**src/rtl/hic_pkg.sv**
```systemverilog
package hic_pkg;
  typedef enum logic [1:0] {
    HIC_DISARMED = 2'd0,
    HIC_ARMED    = 2'd1,
    HIC_OFF      = 2'd2
  } hic_state_e;
endpackage

```
**src/rtl/hic_incident_cnt.sv**
```systemverilog
module hic_incident_cnt #(
  parameter int TRIP_COUNT = 512,
  parameter int CLEAN_RUN  = 4
) (
  input  logic                                clk,
  input  logic                                rst_n,
  input  logic                                tick,
  input  logic                                count_en,
  input  logic                                clear,
  input  logic                                ilim_hit,
  output logic [$clog2(TRIP_COUNT+1)-1:0]     cnt,
  output logic                                at_limit
);
  localparam int CNT_W   = $clog2(TRIP_COUNT + 1);
  localparam int CLEAN_W = $clog2(CLEAN_RUN + 1);
  localparam logic [CNT_W-1:0]   TRIP_V       = CNT_W'(TRIP_COUNT);
  localparam logic [CLEAN_W-1:0] CLEAN_LAST_V = CLEAN_W'(CLEAN_RUN - 1);

  logic [CNT_W-1:0]   cnt_q, cnt_d;
  logic [CLEAN_W-1:0] clean_q, clean_d;
  logic               step_en;

  assign step_en = count_en & tick;

  always_comb begin
    cnt_d   = cnt_q;
    clean_d = clean_q;
    if (clear) begin
      cnt_d   = '0;
      clean_d = '0;
    end else if (step_en) begin
      if (ilim_hit) begin
        clean_d = '0;
        if (cnt_q != TRIP_V) cnt_d = cnt_q + 1'b1;
      end else if (clean_q == CLEAN_LAST_V) begin
        clean_d = '0;
        cnt_d   = '0;
      end else begin
        clean_d = clean_q + 1'b1;
      end
    end
  end

  always_ff @(posedge clk or negedge rst_n) begin
    if (!rst_n) begin
      cnt_q   <= '0;
      clean_q <= '0;
    end else begin
      cnt_q   <= cnt_d;
      clean_q <= clean_d;
    end
  end

  assign cnt      = cnt_q;
  assign at_limit = (cnt_q == TRIP_V);
endmodule

```
**src/rtl/hic_offtime_timer.sv**
```systemverilog
module hic_offtime_timer #(
  parameter int OFF_TICKS = 16384
) (
  input  logic clk,
  input  logic rst_n,
  input  logic tick,
  input  logic run,
  output logic done
);
  localparam int OFF_W = (OFF_TICKS > 1) ? $clog2(OFF_TICKS) : 1;
  localparam logic [OFF_W-1:0] LAST_V = OFF_W'(OFF_TICKS - 1);

  logic [OFF_W-1:0] tmr_q, tmr_d;
  logic             last_tick;

  assign last_tick = run & tick & (tmr_q == LAST_V);

  always_comb begin
    tmr_d = tmr_q;
    if (!run || last_tick) tmr_d = '0;
    else if (tick)         tmr_d = tmr_q + 1'b1;
  end

  always_ff @(posedge clk or negedge rst_n) begin
    if (!rst_n) tmr_q <= '0;
    else        tmr_q <= tmr_d;
  end

  assign done = last_tick;
endmodule

```
**src/rtl/hic_fsm.sv**
```systemverilog
module hic_fsm
  import hic_pkg::*;
(
  input  logic       clk,
  input  logic       rst_n,
  input  logic       tick,
  input  logic       rails_ok,
  input  logic       at_limit,
  input  logic       hiccup_en,
  input  logic       off_done,
  output hic_state_e state
);
  hic_state_e state_q, state_d;

  always_comb begin
    state_d = state_q;
    unique case (state_q)
      HIC_DISARMED: if (tick && rails_ok) state_d = HIC_ARMED;
      HIC_ARMED: begin
        if (at_limit && hiccup_en)  state_d = HIC_OFF;
        else if (tick && !rails_ok) state_d = HIC_DISARMED;
      end
      HIC_OFF: if (tick && (!hiccup_en || off_done)) state_d = HIC_DISARMED;
      default: state_d = HIC_DISARMED;
    endcase
  end

  always_ff @(posedge clk or negedge rst_n) begin
    if (!rst_n) state_q <= HIC_DISARMED;
    else        state_q <= state_d;
  end

  assign state = state_q;
endmodule

```
**src/rtl/hiccup_ctrl.sv**
```systemverilog
module hiccup_ctrl
  import hic_pkg::*;
#(
  parameter int TRIP_COUNT = 512,
  parameter int CLEAN_RUN  = 4,
  parameter int OFF_TICKS  = 16384
) (
  input  logic                            clk,
  input  logic                            rst_n,
  input  logic                            cyc_tick,
  input  logic                            ilim_hit,
  input  logic                            ss_done,
  input  logic                            vout_half,
  input  logic                            hiccup_en,
  output logic                            drv_disable,
  output logic                            ss_hold,
  output logic                            fault_active,
  output logic                            armed,
  output logic [$clog2(TRIP_COUNT+1)-1:0] event_cnt
);
  hic_state_e state;
  logic       rails_ok;
  logic       at_limit;
  logic       off_done;
  logic       in_off;

  assign rails_ok = ss_done & vout_half;
  assign in_off   = (state == HIC_OFF);

  hic_fsm u_fsm (
    .clk       (clk),
    .rst_n     (rst_n),
    .tick      (cyc_tick),
    .rails_ok  (rails_ok),
    .at_limit  (at_limit),
    .hiccup_en (hiccup_en),
    .off_done  (off_done),
    .state     (state)
  );

  hic_incident_cnt #(
    .TRIP_COUNT (TRIP_COUNT),
    .CLEAN_RUN  (CLEAN_RUN)
  ) u_cnt (
    .clk      (clk),
    .rst_n    (rst_n),
    .tick     (cyc_tick),
    .count_en ((state == HIC_ARMED) && rails_ok),
    .clear    (state == HIC_DISARMED),
    .ilim_hit (ilim_hit),
    .cnt      (event_cnt),
    .at_limit (at_limit)
  );

  hic_offtime_timer #(
    .OFF_TICKS (OFF_TICKS)
  ) u_off (
    .clk   (clk),
    .rst_n (rst_n),
    .tick  (cyc_tick),
    .run   (in_off),
    .done  (off_done)
  );

  assign drv_disable  = in_off;
  assign ss_hold      = in_off;
  assign fault_active = in_off;
  assign armed        = (state == HIC_ARMED);
endmodule

```
**config.mk**
```make
export PLATFORM = sky130hd
export DESIGN_NAME = hiccup_ctrl
export DESIGN_NICKNAME = d
export VERILOG_FILES = /design/src/rtl/hic_pkg.sv /design/src/rtl/hic_incident_cnt.sv /design/src/rtl/hic_offtime_timer.sv /design/src/rtl/hic_fsm.sv /design/src/rtl/hiccup_ctrl.sv
export SDC_FILE = /design/constraint.sdc
export NUM_CORES = 1
export LEC_CHECK = 0
export ABC_AREA = 1
export BUFFER_PORTS_ARGS = -buffer_cell sky130_fd_sc_hd__buf_2
export CAP_MARGIN = 10
export CORE_MARGIN = 3
export CORE_UTILIZATION = 46
export DETAILED_ROUTE_END_ITERATION = 12
export PLACE_DENSITY = 0.7
export SYNTH_ARGS = -nofsm -noshare
export SYNTH_HDL_FRONTEND = slang
export SYNTH_SLANG_ARGS = --single-unit
```
**constraint.sdc**
```tcl
create_clock -name clk -period 2.1 [get_ports clk]
set_clock_uncertainty 0.15 [all_clocks]
set_input_delay 0.105 -clock clk [delete_from_list [all_inputs] [get_ports clk]]
set_output_delay 0.105 -clock clk [all_outputs]
set_load 0.005 [all_outputs]
```
==> results.json <==
{
  "wl_um": 3840,
  "drt_drc_violations_left": 0,
  "cp.arrival_ns": 1.74,
  "critPathMaxFanout": 8,
  "place_congestion": 0.845,
  "p_seq_share_pct": 44.2,
  "fin_nets": 278,
  "area_delta_synth_final_pct": 13.1,
  "setup_viol": 0,
  "outcome": "completed",
  "period_minus_slack_ns": 1.69,
  "relSlewSlack_pct": 55.4,
  "fp.dieW_um": 68.4,
  "antenna_left": 0,
  "vias": 1633,
  "via_per_inst": 5.17,
  "synth_compound_area_share_pct": 11.9,
  "combinationalPowerShare_pct": 24.8,
  "clk_pin_slew_ns": 0.07,
  "fin_tns_setup_ns": 0,
  "cp_slowest_cell": "dfrtp_1",
  "grt_usage_pct": 19.1,
  "totalPowerFinal_uw": 1450,
  "cts_tree": "done",
  "boundaryPins": 21,
  "path_depth": 6,
  "worst_slew_pin_slew_ns": 0.669,
  "cts_made_buffers": 5,
  "ys.flop_type": "dfrtp_1",
  "swShare_pct": 34.2,
  "synthesis.yosys.warnings": 0,
  "grt_pass1_vias": 1534,
  "cts-htree-levels": 2,
  "clockPowerShare_pct": 30.9,
  "leakagePower_uw": 0.000921,
  "synth_simple_gate_area_share_pct": 35.5,
  "r2r.worst_path.cells": 6,
  "hold_class": "input port to register",
  "yosysTopAreaCell": "dfrtp_1",
  "final_max_slew_viol_count": 0,
  "path_delay_family": "compound AO/OA/AOI/OAI gates",
  "synthCells": 241,
  "synthAdderAreaFrac_pct": 2.80,
  "cp.buffers_inverters": 0,
  "netlist-cell-type-count": 30,
  "start_util_pct": 48.2,
  "grt_max_degree": 30,
  "yosys.cell_count.top_type": "nand2_1",
  "synth_edf_count": 0,
  "wl_per_cell_um": 12.2,
  "grt_pass1_wl_um": 6690,
  "p_sw_uw": 495,
  "hold_viol": 0,
  "synth.avg_cell_area_um2": 7.43,
  "die_y_um": 68.4,
  "ys_top_cells_by_count": "nand2_1 (60), nor2_1 (31), dfrtp_1 (29)",
  "end_kind": "register",
  "core_area_um2": 3720,
  "rsz0062_at_grt": "false",
  "rows": 22,
  "dr.pass1.iters": 4,
  "grt_use_met3_pct": 5.09,
  "cap_violations": 0,
  "syn-num-nets": 252,
  "yosysTopAreaCellShare_pct": 40.5,
  "cp.required_ns": 2.15,
  "root_buffer": "clkbuf_8",
  "clkSinkCount": 29,
  "synth.mux.area_fraction_pct": 0,
  "clock.fmax_mhz": 593,
  "synth_xor_xnor_area_share_pct": 1.47,
  "crit_path_start_kind": "register",
  "crit_chain": "ha_1 -> nand3_1 -> nor2_1 -> a21oi_2 -> o21ai_0 -> a21oi_1",
  "io_buffer_count": 20,
  "clk_latency_ns": 0.28,
  "ys_seq_area_share_pct": 40.5,
  "drive_gt1_share_pct": 16.4,
  "cts_setup_buffers": 0,
  "dp_hpwl_um": 2860,
  "ys_seq_elements": 29,
  "reg2reg_slack_ns": 0.41,
  "grt-busiest-layer": "met2",
  "synth_top_family_by_area": "simple AND/OR/NAND/NOR gates",
  "min_path_cells": 5,
  "diodes": 0,
  "slowest_delay_ns": 0.40,
  "period_share_pct": 80.4,
  "synth_async_sr_flop_share_pct": 100,
  "p_int_uw": 951,
  "hold_ws_ns": 0.0354,
  "die_area_um2": 4680,
  "path_class": "register to register",
  "synth_area_um2": 1790,
  "power_density_nw_per_um2": 715,
  "synth_area_leaders": "dfrtp_1 (41%), nand2_1 (13%), nor2_1 (6.5%)",
  "drt_iter0_markers": 97,
  "grt_use_met2_pct": 31.8,
  "ir_worst_vdd_mv": 0.466,
  "gr-usage-met1_pct": 23.3,
  "grt.overflow.total": 0,
  "antenna_found_initial": 0,
  "clockBufferDepth": 2
}
[state kept, by name, indices dropped and copies added, names as in the netlist]
signal / count
u_off.tmr_q: 14
u_fsm.state: 2
u_cnt.clean_q: 3
u_cnt.cnt: 10
[what timing repair did]
item | in CTS | in global routing
setup endpoints to repair | 0 | 0
hold buffers | 2 | 0
gates resized for setup | 0 | 0
endpoints found under the hold margin | 31 | 0
[worst register-to-register path: stages, from the launching register on]
cell	delay (ns)
dfrtp_1	0.40
ha_1	0.22
nand3_1	0.11
nor2_1	0.09
a21oi_2	0.35
o21ai_0	0.15
a21oi_1	0.14
[kinds of logic (layout without fill, tap and decap cells)]
kind of cell	after synthesis	in the layout
simple gates	136	136
compound gates	36	36
buf+inv	33	60
flops	29	29
fa+ha+maj	4	4
xor+xnor	3	3
[layout by cell type (no fill, tap or decap), types with 3 or more instances in the layout]
| cell type | instances |
|---|---|
| buf_2 | 20 |
| nand2_1 | 60 |
| clkbuf_8 | 5 |
| a21oi_1 | 10 |
| nor2_2 | 4 |
| inv_1 | 28 |
| nand4_1 | 8 |
| nand3_1 | 18 |
| o21ai_2 | 3 |
| ha_1 | 4 |
| clkbuf_1 | 3 |
| nor3_1 | 6 |
| o21ai_1 | 5 |
| o21ai_0 | 13 |
| xor2_1 | 3 |
| dfrtp_1 | 29 |
| nor2_1 | 31 |
[layout make-up]
| type | instances | area (µm²) |
|---|---|---|
| Fill cell | 389 | 1690 |
| Multi-Input combinational cell | 179 | 926 |
| Sequential cell | 29 | 726 |
| Timing Repair Buffer | 22 | 120 |
| Inverter | 30 | 113 |
| Clock buffer | 8 | 80.1 |
| Tap cell | 48 | 60.1 |
[power groups by stage]
stage                     Clock [µW]  Sequential, µW  Combinational, µW
final                            447             640                359
after global routing             480             646                416
after CTS                        458             641                366
after detailed placement           0             651                361
after global placement             0             648                358
after floorplan                    0             644                284
[path summary, 6_finish.rpt]
path,start,end
worst max-delay path,u_off.tmr_q[0]$_DFFE_PN0P_,u_off.tmr_q[6]$_DFFE_PN0P_
worst min-delay path,hiccup_en,u_fsm.state[1]$_DFFE_PN0P_
worst max register to register,u_off.tmr_q[0]$_DFFE_PN0P_,u_off.tmr_q[6]$_DFFE_PN0P_
worst min register to register,u_cnt.clean_q[0]$_DFFE_PN0P_,u_cnt.clean_q[0]$_DFFE_PN0P_
max in group asynchronous,rst_n,u_cnt.clean_q[0]$_DFFE_PN0P_
min in group asynchronous,rst_n,u_off.tmr_q[9]$_DFFE_PN0P_
[routing by layer]
layer  vias to the layer above  share of wire, %
li1                        832                 -
met1                       767                45
met2                        27                50
met3                         7               3.6
met4                         0               1.5
met5                         -                 0
[metrics by stage]
step                      cells  worst slack (ns)  utilization (%)  area [µm²]
after floorplan             241             0.547                -        1790
after global placement      306             0.443             51.8        1920
after detailed placement    306             0.430             51.8        1920
after CTS                   316             0.402             54.5        2020
after global routing        316             0.244             54.5        2020
final                       316             0.413             54.5        2020
Note: power is estimated with default switching activity, not from simulation.
